## config.mk

```make
export PLATFORM = sky130hd
export DESIGN_NAME = wo_shadow_rb
export DESIGN_NICKNAME = d
export VERILOG_FILES = /design/src/rtl/wsr_pkg.sv /design/src/rtl/wsr_pic_track.sv /design/src/rtl/wsr_dma_track.sv /design/src/rtl/wsr_rd_seq.sv /design/src/rtl/wo_shadow_rb.sv
export SDC_FILE = /design/constraint.sdc
export NUM_CORES = 1
export LEC_CHECK = 0
export ABC_AREA = 1
export ABC_CLOCK_PERIOD_IN_PS = 6700
export BUFFER_PORTS_ARGS = -buffer_cell sky130_fd_sc_hd__buf_2
export CELL_PAD_IN_SITES_DETAIL_PLACEMENT = 0
export CELL_PAD_IN_SITES_GLOBAL_PLACEMENT = 1
export CORE_MARGIN = 2
export CORE_UTILIZATION = 33
export DETAILED_ROUTE_END_ITERATION = 8
export PLACE_DENSITY_LB_ADDON = 0.2
export SLEW_MARGIN = 20
export SYNTH_ARGS = -nofsm -noshare
export SYNTH_HDL_FRONTEND = slang
export SYNTH_SLANG_ARGS = --single-unit
```

## constraint.sdc

```tcl
create_clock -name clk -period 6.7 [get_ports clk]
set_clock_uncertainty 0.2 [all_clocks]
set_input_delay 1.005 -clock clk [delete_from_list [all_inputs] [get_ports clk]]
set_output_delay 1.005 -clock clk [all_outputs]
set_load 0.05 [all_outputs]
```

## src/rtl/wsr_pkg.sv

```systemverilog
package wsr_pkg;

    typedef enum logic [1:0] {
        INIT_IDLE    = 2'd0,
        INIT_WAIT_W2 = 2'd1,
        INIT_WAIT_W3 = 2'd2,
        INIT_WAIT_W4 = 2'd3
    } init_state_e;

    typedef struct packed {
        logic [7:0] w2;
        logic [7:0] w3;
        logic [7:0] w4;
        logic [7:0] o1;
        logic [7:0] o2;
        logic [7:0] o3;
    } pic_shadow_t;

    localparam int PIC_WORDS = 6;
    localparam int PIC_CTRLS = 2;
    localparam int DMA_CHANS = 4;

    function automatic logic [7:0] pic_patch(input logic [2:0] slot, input pic_shadow_t s);
        logic [7:0] v;
        unique case (slot)
            3'd0:    v = {s.w2[7:3], 3'b000};
            3'd1:    v = s.w3;
            3'd2:    v = {3'b000, s.w4[4], 2'b00, s.w4[1], 1'b0};
            3'd3:    v = s.o1;
            3'd4:    v = {s.o2[7:5], 2'b00, s.o2[2:0]};
            3'd5:    v = {1'b0, s.o3[6], s.o3[6], 2'b01, s.o3[2:0]};
            default: v = 8'h00;
        endcase
        return v;
    endfunction

endpackage

```

## src/rtl/wsr_pic_track.sv

```systemverilog
module wsr_pic_track
    import wsr_pkg::*;
#(
    parameter int          ADDR_W = 16,
    parameter logic [15:0] BASE   = 16'h0020
) (
    input  logic              clk,
    input  logic              rst_n,
    input  logic              wr_en,
    input  logic [ADDR_W-1:0] addr,
    input  logic [7:0]        wdata,
    output pic_shadow_t       shadow,
    output init_state_e       state
);

    localparam logic [ADDR_W-1:0] CMD_A = ADDR_W'(BASE);
    localparam logic [ADDR_W-1:0] DAT_A = ADDR_W'(BASE + 16'd1);

    init_state_e state_q, state_d;
    logic        single_q;
    logic        want_w4_q;
    pic_shadow_t sh_q;

    logic hit_cmd, hit_dat, is_w1;

    assign hit_cmd = wr_en && (addr == CMD_A);
    assign hit_dat = wr_en && (addr == DAT_A);
    assign is_w1   = hit_cmd && wdata[4];

    always_comb begin
        state_d = state_q;
        if (is_w1) begin
            state_d = INIT_WAIT_W2;
        end else if (hit_dat) begin
            unique case (state_q)
                INIT_IDLE:    state_d = INIT_IDLE;
                INIT_WAIT_W2: state_d = !single_q ? INIT_WAIT_W3 :
                                        (want_w4_q ? INIT_WAIT_W4 : INIT_IDLE);
                INIT_WAIT_W3: state_d = want_w4_q ? INIT_WAIT_W4 : INIT_IDLE;
                INIT_WAIT_W4: state_d = INIT_IDLE;
                default:      state_d = INIT_IDLE;
            endcase
        end
    end

    always_ff @(posedge clk) begin
        if (!rst_n) begin
            state_q <= INIT_IDLE;
        end else begin
            state_q <= state_d;
        end
    end

    always_ff @(posedge clk) begin
        if (!rst_n) begin
            sh_q      <= '0;
            single_q  <= 1'b0;
            want_w4_q <= 1'b0;
        end else begin
            if (is_w1) begin
                single_q  <= wdata[1];
                want_w4_q <= wdata[0];
            end else if (hit_cmd) begin
                if (wdata[3]) sh_q.o3 <= wdata;
                else          sh_q.o2 <= wdata;
            end
            if (hit_dat) begin
                unique case (state_q)
                    INIT_WAIT_W2: sh_q.w2 <= wdata;
                    INIT_WAIT_W3: sh_q.w3 <= wdata;
                    INIT_WAIT_W4: sh_q.w4 <= wdata;
                    INIT_IDLE:    sh_q.o1 <= wdata;
                    default:      sh_q.o1 <= wdata;
                endcase
            end
        end
    end

    assign shadow = sh_q;
    assign state  = state_q;

endmodule

```

## src/rtl/wsr_dma_track.sv

```systemverilog
module wsr_dma_track #(
    parameter int          ADDR_W    = 16,
    parameter int          CHANS     = 4,
    parameter logic [15:0] CMD_ADDR  = 16'h00D0,
    parameter logic [15:0] REQ_ADDR  = 16'h00D2,
    parameter logic [15:0] MODE_ADDR = 16'h00D6,
    parameter int          CW        = $clog2(CHANS)
) (
    input  logic                   clk,
    input  logic                   rst_n,
    input  logic                   wr_en,
    input  logic [ADDR_W-1:0]      addr,
    input  logic [7:0]             wdata,
    output logic [7:0]             cmd,
    output logic [7:0]             req,
    output logic [CHANS-1:0][7:0]  mode
);

    logic [7:0]            cmd_q, req_q;
    logic [CHANS-1:0][7:0] mode_q;

    always_ff @(posedge clk) begin
        if (!rst_n) begin
            cmd_q <= '0;
            req_q <= '0;
        end else if (wr_en) begin
            if (addr == ADDR_W'(CMD_ADDR)) cmd_q <= wdata;
            if (addr == ADDR_W'(REQ_ADDR)) req_q <= wdata;
        end
    end

    for (genvar ch = 0; ch < CHANS; ch++) begin : g_mode
        always_ff @(posedge clk) begin
            if (!rst_n) begin
                mode_q[ch] <= '0;
            end else if (wr_en && addr == ADDR_W'(MODE_ADDR) && wdata[CW-1:0] == CW'(ch)) begin
                mode_q[ch] <= wdata;
            end
        end
    end

    assign cmd  = cmd_q;
    assign req  = req_q;
    assign mode = mode_q;

endmodule

```

## src/rtl/wsr_rd_seq.sv

```systemverilog
module wsr_rd_seq #(
    parameter int LEN = 12,
    parameter int IW  = $clog2(LEN)
) (
    input  logic          clk,
    input  logic          rst_n,
    input  logic          alt_entry,
    input  logic          rd_en,
    output logic [IW-1:0] idx
);

    localparam logic [IW-1:0] LAST = IW'(LEN - 1);

    logic [IW-1:0] cnt_q;

    assign idx = alt_entry ? '0 : cnt_q;

    always_ff @(posedge clk) begin
        if (!rst_n) begin
            cnt_q <= '0;
        end else if (rd_en) begin
            cnt_q <= (idx == LAST) ? '0 : idx + 1'b1;
        end else if (alt_entry) begin
            cnt_q <= '0;
        end
    end

endmodule

```

## src/rtl/wo_shadow_rb.sv

```systemverilog
module wo_shadow_rb
    import wsr_pkg::*;
#(
    parameter int          ADDR_W      = 16,
    parameter logic [15:0] MASTER_BASE = 16'h0020,
    parameter logic [15:0] SLAVE_BASE  = 16'h00A0,
    parameter logic [15:0] DMA_CMD_A   = 16'h00D0,
    parameter logic [15:0] DMA_REQ_A   = 16'h00D2,
    parameter logic [15:0] DMA_MODE_A  = 16'h00D6
) (
    input  logic              clk,
    input  logic              rst_n,
    input  logic              io_wr,
    input  logic              io_rd,
    input  logic [ADDR_W-1:0] io_addr,
    input  logic [7:0]        io_wdata,
    input  logic              alt_mode,
    output logic [7:0]        rd_data,
    output logic              rd_hit,
    output logic              pass_through
);

    localparam int PIC_LEN = PIC_WORDS * PIC_CTRLS;
    localparam int DMA_LEN = 2 + DMA_CHANS;
    localparam int PIW     = $clog2(PIC_LEN);
    localparam int DIW     = $clog2(DMA_LEN);
    localparam int CW      = $clog2(DMA_CHANS);
    localparam logic [ADDR_W-1:0] PIC_RD_A = ADDR_W'(MASTER_BASE);
    localparam logic [ADDR_W-1:0] DMA_RD_A = ADDR_W'(DMA_CMD_A);

    pic_shadow_t pic_sh [PIC_CTRLS];
    init_state_e pic_st [PIC_CTRLS];

    for (genvar gi = 0; gi < PIC_CTRLS; gi++) begin : g_pic
        localparam logic [15:0] B = (gi == 0) ? MASTER_BASE : SLAVE_BASE;
        wsr_pic_track #(.ADDR_W(ADDR_W), .BASE(B)) u_trk (
            .clk    (clk),
            .rst_n  (rst_n),
            .wr_en  (io_wr),
            .addr   (io_addr),
            .wdata  (io_wdata),
            .shadow (pic_sh[gi]),
            .state  (pic_st[gi])
        );
    end

    logic [7:0]                dma_cmd_sh, dma_req_sh;
    logic [DMA_CHANS-1:0][7:0] dma_mode_sh;

    wsr_dma_track #(
        .ADDR_W(ADDR_W), .CHANS(DMA_CHANS),
        .CMD_ADDR(DMA_CMD_A), .REQ_ADDR(DMA_REQ_A), .MODE_ADDR(DMA_MODE_A)
    ) u_dma (
        .clk   (clk),
        .rst_n (rst_n),
        .wr_en (io_wr),
        .addr  (io_addr),
        .wdata (io_wdata),
        .cmd   (dma_cmd_sh),
        .req   (dma_req_sh),
        .mode  (dma_mode_sh)
    );

    logic alt_q, alt_entry;
    logic sel_pic, sel_dma, pic_rd, dma_rd;
    logic [PIW-1:0] pic_idx;
    logic [DIW-1:0] dma_idx;

    always_ff @(posedge clk) begin
        if (!rst_n) alt_q <= 1'b0;
        else        alt_q <= alt_mode;
    end

    assign alt_entry = alt_mode && !alt_q;
    assign sel_pic   = io_rd && (io_addr == PIC_RD_A);
    assign sel_dma   = io_rd && (io_addr == DMA_RD_A);
    assign pic_rd    = alt_mode && sel_pic;
    assign dma_rd    = alt_mode && sel_dma;

    wsr_rd_seq #(.LEN(PIC_LEN)) u_pic_seq (
        .clk(clk), .rst_n(rst_n), .alt_entry(alt_entry), .rd_en(pic_rd), .idx(pic_idx)
    );

    wsr_rd_seq #(.LEN(DMA_LEN)) u_dma_seq (
        .clk(clk), .rst_n(rst_n), .alt_entry(alt_entry), .rd_en(dma_rd), .idx(dma_idx)
    );

    logic [7:0] pic_val, dma_val;
    logic       pic_slave;
    logic [2:0] pic_slot;

    always_comb begin
        pic_slave = (pic_idx >= PIW'(PIC_WORDS));
        pic_slot  = pic_slave ? 3'(pic_idx - PIW'(PIC_WORDS)) : 3'(pic_idx);
        pic_val   = pic_patch(pic_slot, pic_slave ? pic_sh[1] : pic_sh[0]);
    end

    always_comb begin
        dma_val = 8'h00;
        if (dma_idx == DIW'(0)) begin
            dma_val = dma_cmd_sh;
        end else if (dma_idx == DIW'(1)) begin
            dma_val = dma_req_sh & 8'hD4;
        end else begin
            for (int c = 0; c < DMA_CHANS; c++) begin
                if (dma_idx == DIW'(c + 2)) dma_val = {dma_mode_sh[c][7:CW], CW'(c)};
            end
        end
    end

    assign rd_hit       = pic_rd || dma_rd;
    assign pass_through = !alt_mode && (sel_pic || sel_dma);
    assign rd_data      = pic_rd ? pic_val : (dma_rd ? dma_val : 8'h00);

endmodule

```

== Yosys cells after proc, flatten, opt, wreduce, memory -nomap -nowiden ==
Index checks and enable logic that the tools add are counted.
Operators by class
  mux-type cells: 27
  reduce and logical (&&, ||, !) cells: 46
  magnitude comparators: 1
  equality and inequality tests: 27
  bitwise operators: 4
  add/sub/neg operators: 3
Operator list (number)
  16-bit by 8-bit == test with 1-bit output, second input constant: 5
  8-bit 2-to-1 mux: 8
  48-bit 2-to-1 mux: 1
  8-bit case mux with 6 select lines: 1
  16-bit by 6-bit == test with 1-bit output, second input constant: 2
  2-bit AND reduction: 10
  1-bit logical AND: 17
  2-bit == test, second input constant: 6
  3-bit by 2-bit == test with 1-bit output, second input constant: 4
  3-bit == test, second input constant: 4
  3-bit 2-to-1 mux: 4
  4-bit 2-to-1 mux: 3
  2-bit case mux with 3 select lines: 2
  3-bit AND reduction: 4
  2-bit 2-to-1 mux: 4
  2-bit OR reduction: 4
  2-bit by 1-bit == test with 1-bit output, second input constant: 3
  3-bit by 1-bit == test with 1-bit output, second input constant: 2
  2-bit logical NOT: 3
  3-bit logical NOT: 2
  4-bit by 1-bit adder with 4-bit output, second input constant: 1
  4-bit == test, second input constant: 1
  4-bit by 3-bit >= comparator with 1-bit output, second input constant: 1
  1-bit 2-to-1 mux: 4
  6 further kinds: 12
Word-level totals
  bits of input ports: 29
  word-level logic and storage cells: 137
  register bits: 158

== Depth between registers and ports, before layout ==
Gate-level depths: netlist of run 1.
  depth in word-level cells: 12
  gate-level depth with buffers: 17
  depth with buffers taken out: 16

== Hierarchy ==
A second synthesis of run 1 with hierarchy kept.
Unflattened totals
  cells, all modules: 1387
  area, all modules: 8754.6 sq um
Modules (own cells, without submodules)
  wsr_pic_track (g_pic[1].u_trk): times used 1, cells each 366, area an instance 2464.9 sq um, sequential area each 1021.0 sq um
  wsr_pic_track (g_pic[0].u_trk): times used 1, cells each 350, area an instance 2382.3 sq um, sequential area each 1021.0 sq um
  wsr_dma_track: times used 1, cells each 316, area an instance 2147.1 sq um, sequential area each 960.9 sq um
  wo_shadow_rb: times used 1, cells each 299, area an instance 1378.8 sq um, sequential area each 20.0 sq um
  wsr_rd_seq (u_pic_seq): times used 1, cells each 32, area an instance 235.2 sq um, sequential area each 80.1 sq um
  wsr_rd_seq (u_dma_seq): times used 1, cells each 24, area an instance 146.4 sq um, sequential area each 60.1 sq um

== Least setup slack after synthesis of run 1 ==
No wires, ideal clock.
  path type: input-to-output
  from: input alt_mode
  to: output rd_data[6]
  stages on the path: 15
  data required time: 5495 ps
  setup slack: 2796 ps
  data arrival time: 2699 ps
  buffers on the path: 3
  cell sequence: nand2_4 nand2_1 buf_2 ha_1 inv_1 nand2_1 nand3_2 nand2_2 buf_6 buf_2 o21ai_0 nand3_1 nand2_1 o21bai_1 nand2_1
On the way
  longest elaborated chain between the ends: 11
  elaborated cells between the ends (all ways): 30
  classes of those cells: 1 x add/sub; 1 x order compare; 10 x eq/ne; 13 x mux; 5 x reduce/logical
RTL lines
  start, declared: line wo_shadow_rb.sv:17  | input logic alt_mode,
  1-bit logical AND: line wo_shadow_rb.sv:74  | assign alt_entry = alt_mode && !alt_q;
  3-bit 2-to-1 mux
  3-bit by 2-bit == test with 1-bit output: line wo_shadow_rb.sv:106  | if (dma_idx == DIW'(c + 2)) dma_val = {dma_mode_sh[c][7:CW], CW'(c)};
  8-bit 2-to-1 mux (4 in series): line wo_shadow_rb.sv:106
  8-bit 2-to-1 mux: line wo_shadow_rb.sv:102  | end else if (dma_idx == DIW'(1)) begin
  8-bit 2-to-1 mux: line wo_shadow_rb.sv:100  | if (dma_idx == DIW'(0)) begin
  8-bit 2-to-1 mux: line wo_shadow_rb.sv:113  | assign rd_data = pic_rd ? pic_val : (dma_rd ? dma_val : 8'h00);
  8-bit 2-to-1 mux *: line wo_shadow_rb.sv:113
  end, declared: line wo_shadow_rb.sv:18  | output logic [7:0] rd_data,
Every way passes the cells marked *; elsewhere a longest branch is shown, timed or not.

== Worst setup path in the final report of run 1 ==
  from: input alt_mode
  to: output rd_data[5]
The elaborated chain is that of the path after synthesis.

==> results of run 1 <==
[flip-flops by register name, indices dropped and copies added (netlist names)]
register               flops
g_pic.u_trk.shadow        66
u_dma.mode                24
u_dma.cmd                  8
g_pic.u_trk.state          4
u_dma.req                  4
u_pic_seq.cnt_q            4
u_dma_seq.cnt_q            3
g_pic.u_trk.single_q       2
g_pic.u_trk.want_w4_q      2
alt_q                      1
[cell usage in the layout (no fill, tap or decap), types with 3 or more instances in the layout]
cell type and n:
a21oi_1 114, nand2_1 154, nor2_1 71, dfxtp_1 118
nand4_1 26, nand3_1 38, o21ai_0 123, clkbuf_16 17
clkbuf_1 4, bufinv_16 4, nor2_4 3, nor2_2 3
inv_2 5, inv_1 95, buf_4 3, nor3_4 3
nand2_2 6, clkinv_2 5, a211oi_1 16, nor3_1 9
buf_2 38, nor3_2 4, o21bai_1 3, o21ai_1 10
[power groups by stage]
stage | Clock, uW | Combinational, uW | Sequential, uW
2_1_floorplan | 0 | 32.6 | 718
3_3_place_gp | 0 | 61.0 | 718
3_5_place_dp | 0 | 60.9 | 718
4_1_cts | 970 | 60.8 | 702
5_1_grt | 997 | 66.8 | 702
6_report | 952 | 60.7 | 703
[worst paths after layout]
kind	from	end	slack [ps]	cells after the start
max	alt_mode	rd_data[5]	1390	16
min	g_pic[1].u_trk.shadow[36]$_SDFFE_PN0P_	g_pic[1].u_trk.shadow[36]$_SDFFE_PN0P_	250	2
max reg2reg	u_dma_seq.cnt_q[0]$_SDFF_PN0_	u_dma_seq.cnt_q[1]$_SDFF_PN0_	4890	8
min reg2reg	g_pic[1].u_trk.shadow[36]$_SDFFE_PN0P_	g_pic[1].u_trk.shadow[36]$_SDFFE_PN0P_	250	2
[critical path, stage by stage]
cell and delay [ps]:
buf_2 180, nand2_4 110, nand2_1 290, ha_1 210
inv_1 40, nand2_1 70, nand3_2 220, nand2_2 780
nand2_1 210, nand3_1 200, inv_2 100, nand3_1 90
nand3_1 90, o21bai_1 210, nand2_1 70, buf_2 210
[area by class of cell]
class	instances	area (sq um)
clock buffers	22	454
clock inverters	10	153
fillers	1941	10500
inverters	101	379
multi-input cells	596	2910
flip-flops and latches	118	2360
well taps	225	282
repair buffers	41	213
[per-layer routing]
layer	share of wire, %	vias up	global-route usage (%)
met2	44	124	30.6
met1	51	2574	29.9
met5	0	-	0
met3	3.8	14	4.42
li1	-	2912	-
met4	0.83	0	5.38
[stage by stage]
step	hold WS, ps	instances	utilization, %	power, uW
6_report	245	1113	39.0	1720
5_1_grt	264	1113	39.0	1770
4_1_cts	245	1113	39.0	1730
3_5_place_dp	237	1081	35.5	778
3_3_place_gp	236	1081	35.5	779
2_1_floorplan	220	858	-	750
[cells by family after synthesis]
group | Yosys count
simple gates | 322
compound gates | 271
buf+inv | 144
flops | 118
fa+ha+maj | 2
xor+xnor | 1
==> summary.md, run 1 <==
| Metric | Value |
|---|---|
| Worst endpoint required time | `5490 ps` |
| Mapped Cells | `around 860` |
| Die Ht | `around 140 um` |
| Area contributors post-synth | `dfxtp_1 (40%), o21ai_0 (11%), nand2_1 (9.9%)` |
| Post-synth EDFFs | `0` |
| Clk sinks | `between 100 and 150` |
| Seq pwr share | `41.0%` |
| Design area | `slightly below 7000 sq um` |
| Simple-gate share of the synthesized area | `25.0%` |
| Final GP Congestion | `0.830` |
| Largest area contributor in the netlist | `dfxtp_1` |
| Ys flop type | `dfxtp_1` |
| Clock Latency Late Sink | `430 ps` |
| First-pass DRT Iterations | `5` |
| Reg clk slew, reported paths | `50 ps` |
| Final Hold Fails | `0` |
| Die W | `137 um` |
| First-pass GRT wire length | `between 20000 and 30000 um` |
| Tot GR Track Use | `20.5%` |
| Post-Place Setup Slack | `roughly 1300 ps` |
| Most numerous cell in the Yosys netlist | `nand2_1` |
| Net Switching | `371 uW` |
| Pin count of the biggest net entering global routing | `87` |
| Post-CTS setup buffer count | `0` |
| Share of layout cells above drive strength 1 | `10.7%` |
| H-tree Lvls | `4` |
| Via Count | `5624` |
| N_diodes | `0` |
| Main combinational cell family by area after synthesis | `simple AND/OR/NAND/NOR gates` |
| Worst Setup Path Type | `in -> out` |
| Synth Area in Adders | `0.427%` |
| NumNets Final | `a little over 900` |
| Number of global-route vias before repair | `5033` |
| CTS tree | `built` |
| I/O Buffers | `38` |
| CP Capture Type | `primary output` |
| Final wirelength | `18700 um` |
| Mux share of post-synthesis cell area | `0%` |
| Max Slew Vio Count | `0` |
| Top cell type's share of synthesized area | `40.3%` |
| CP max FO | `58` |
| Status | `finished, final reports clean` |
| Clk buf depth | `2` |
| #FFs+latches synth | `118` |
| Vias per cell | `5.05` |
| Avg Cell Area, Syn | `approximately 7 sq um` |
| Yosys cell types | `34` |
| Cell Int Power | `approximately 1300 uW` |
| Worst slew pin tran | `952 ps` |
| Post-route ant nets | `0` |
| Worst vdd ir | `~0.17 mV` |
| Area post-placement | `6140 sq um` |
| F_max | `188 MHz` |
| Number of cells upsized or downsized after cts | `0` |
| Power per Cell Area | `254 nW/um^2` |
| Area grow syn2layout | `15.3%` |
| Setup Viol. Count Final | `0` |
| Area of the core | `17300 sq um` |
| Comb power frac | `3.5%` |
| Period utilisation layout | `79.2%` |
| Remaining DRCs | `0` |
| Wire per inst | `roughly 17 um` |
| Synth cell count leaders | `nand2_1 (154), o21ai_0 (123), dfxtp_1 (118)` |
| Detailed Route Iter0 Violations | `445` |
| Initial Utilization | `33.9%` |
| Post-synthesis compound-gate area fraction | `24.1%` |
| IO Count | `39` |
| Final WS setup | `1390 ps` |
| Mapped Area | `5860 sq um` |
| Leak Pwr | `around 0.0026 uW` |
| HPWL Detailed | `12600 um` |
| Post-Syn Nets | `889` |
| Initial antenna violation count | `0` |
| Yosys Warn Count | `0` |
| Clock share of power | `a little under three fifths` |
| Hold Crit Class | `reg -> reg` |
| CTS buffer count | `17` |
| Slew headroom | `a little over a third` |
| Die ar. | `18800 sq um` |
| FFs w/ async S/R, synth | `0%` |
| Final worst path period need | `5310 ps` |
| RSZ-0062 raised after global routing | `false` |
| CTS Hold Bufs | `0` |
| WP data arrival | `4100 ps` |
| Max_cap viols | `0` |
| Rows | `48` |
| Setup TNS | `0 ps` |
| Clock root cell | `clkbuf_16` |
| Sequential-to-total area share from yosys stat | `40.3%` |
| GRT overflow | `0` |
| Sw Ratio | `21.6%` |
| Crit start category | `input pin` |
| Synth Area in XOR/XNOR | `0.150%` |
Note: power is estimated with default switching activity, not from simulation.
==> run 2: changes to the inputs <==
ABC_CLOCK_PERIOD_IN_PS = 4400   (was 6700)
clock period = 4.4 ns   (was 6.7 ns; I/O delays follow)
==> run 2 against run 1 <==
Compared with the run above: total power up 43%; sequential cell count unchanged; sequential share of layout area up 0.17 points; critical path type unchanged; critical endpoint is now rd_data[3]; largest power group unchanged; highest routed layer unchanged.
==> summary.md, run 2 (synthesis results as in run 1) <==
| Metric | Value |
|---|---|
| Pin count of the biggest net entering global routing | `47` |
| Leak Pwr | `approximately 0.0026 uW` |
| Max reg flops | `66` |
| Area grow syn2layout | `14.7%` |
| Placed instance count | `1085` |
| Filler Cells Inserted | `1938` |
| Final wirelength | `18800 um` |
| Rows | `48` |
| First-pass DRT Iterations | `5` |
| Final GP Congestion | `0.881` |
| Number of cells upsized or downsized after cts | `0` |
| Initial Utilization | `33.9%` |
| NumNets Final | `910` |
| Final worst path period need | `3790 ps` |
| Cell mode on critical path | `nand2_1` |
| Setup Viol. Count Final | `0` |
| Area of the core | `17300 sq um` |
| Worst Setup Path Type | `in -> out` |
| CP delay by family, top | `simple AND/OR/NAND/NOR gates` |
| Non-Filler Instances | `1114` |
| CTS tree | `built` |
| Commonest non-fill, non-tap cell in the layout | `nand2_1` |
| F_max | `around 260 MHz` |
| Cell Chain, Critical Path | `buf_2, nand2_4, nand2_2, inv_2, ha_1, inv_1, nand2_1, nand3_2, nand2_2, nand2_1, nand2_1, nor3_2, nand2_1, nand2_1, o21ai_1, nand2_1, buf_2` |
| Die W | `137 um` |
| Clk sinks | `118` |
| Vias per cell | `between 5 and 6` |
| Via Count | `between 5k and 6k` |
| GRT overflow | `0` |
| Slew headroom | `43.0%` |
| Clock Latency Late Sink | `420 ps` |
| Remaining DRCs | `0` |
| Crit start category | `input pin` |
| CTS buffer count | `17` |
| WP data arrival | `a little under 3000 ps` |
| Period utilisation layout | `86.1%` |
| Worst vdd ir | `0.260 mV` |
| Slowest stage cell, crit path | `nor3_2` |
| N_diodes | `0` |
| Wire per inst | `16.9 um` |
| Clk buf depth | `2` |
| Power per Cell Area | `364 nW/um^2` |
| First-pass GRT wire length | `29500 um` |
| Most frequent cells in the layout | `nand2_1 (154), o21ai_0 (123), dfxtp_1 (118), a21oi_1 (114), inv_1 (95)` |
| Number of global-route vias before repair | `approximately 5.2k` |
| IO Count | `39` |
| Design area | `6720 sq um` |
| I/O Buffers | `38` |
| Share of layout cells above drive strength 1 | `10.8%` |
| Setup TNS | `0 ps` |
| Detailed Route Iter0 Violations | `around 460` |
| Final Hold Fails | `0` |
| CP Capture Type | `primary output` |
| Post-route ant nets | `0` |
| Die ar. | `18800 sq um` |
| Max_cap viols | `0` |
| CTS Hold Bufs | `0` |
| Worst slew pin tran | `853 ps` |
| Die Ht | `between 100 and 150 um` |
| Tot GR Track Use | `20.9%` |
| Slowest cell delay on critical path | `360 ps` |
| Worst endpoint required time | `3540 ps` |
| Reg clk slew, reported paths | `50 ps` |
| Area post-placement | `6190 sq um` |
| CP max FO | `15` |
| Status | `finished, final reports clean` |
| Pwr Total | `around 2400 uW` |
| CP bufs+invs | `4` |
| Max Slew Vio Count | `0` |
| Post-CTS setup buffer count | `0` |
| H-tree Lvls | `4` |
| RSZ-0062 raised after global routing | `false` |
| Hold Crit Class | `reg -> reg` |
| HPWL Detailed | `between 10000 and 15000 um` |
| Clock root cell | `clkbuf_16` |
| Initial antenna violation count | `0` |
## run 2: cell types whose count changed in the layout (fill, tap and decap cells not counted)
cell,previous run,this run
buf_4,3,6
bufinv_16,4,1
clkbuf_8,1,3
buf_12,0,1
clkinv_2,5,4
clkinvlp_4,1,0
## run 2: area by class of cell
cell class | count | area [sq um] | share of cell area [%]
inverters | 101 | 379 | 5.64
multi-input cells | 596 | 2910 | 43.3
repair buffers | 45 | 255 | 3.80
well taps | 225 | 282 | 4.19
flip-flops and latches | 118 | 2360 | 35.2
clock buffers | 24 | 482 | 7.17
clock inverters | 5 | 50.0 | 0.745
## run 2: path summary, 6_finish.rpt
kind	startpoint	cells past startpoint	slack [ps]	end
hold / removal	u_dma.req[2]$_SDFFE_PN0P_	2	240	u_dma.req[2]$_SDFFE_PN0P_
hold reg to reg	u_dma.req[2]$_SDFFE_PN0P_	2	240	u_dma.req[2]$_SDFFE_PN0P_
setup reg to reg	u_dma_seq.cnt_q[0]$_SDFF_PN0_	8	2550	u_dma_seq.cnt_q[1]$_SDFF_PN0_
setup / recovery	alt_mode	17	610	rd_data[3]
## run 2: stage by stage
step	worst slack (ps)	utilization, %	hold slack (ps)
floorplan	1190	-	220
global placement	640	35.8	234
detailed placement	641	35.8	235
CTS	629	38.8	243
global route	356	38.8	262
finish	612	38.8	241
## run 2: power breakdown
| group | leakage, uW | internal (uW) | total [uW] | switching [uW] |
|---|---|---|---|---|
| Sequential | 0.000950 | 1070 | 1070 | 0.290 |
| Combinational | 0.00139 | 20.4 | 92.2 | 71.9 |
| Clock | 0.000266 | 807 | 1280 | 478 |
## run 2: layer usage
metal | GRT usage [%] | vias up | share of wire [%]
li1 | - | 2918 | -
met1 | 30.9 | 2618 | 52
met2 | 30.8 | 122 | 43
met3 | 3.27 | 19 | 3.8
met4 | 6.82 | 0 | 1.4
met5 | 0 | - | 0
## run 2: tightest hold or removal path, stage by stage, from the launching register on
cell	delay, ps
dfxtp_1	300
inv_1	50
a21oi_1	50
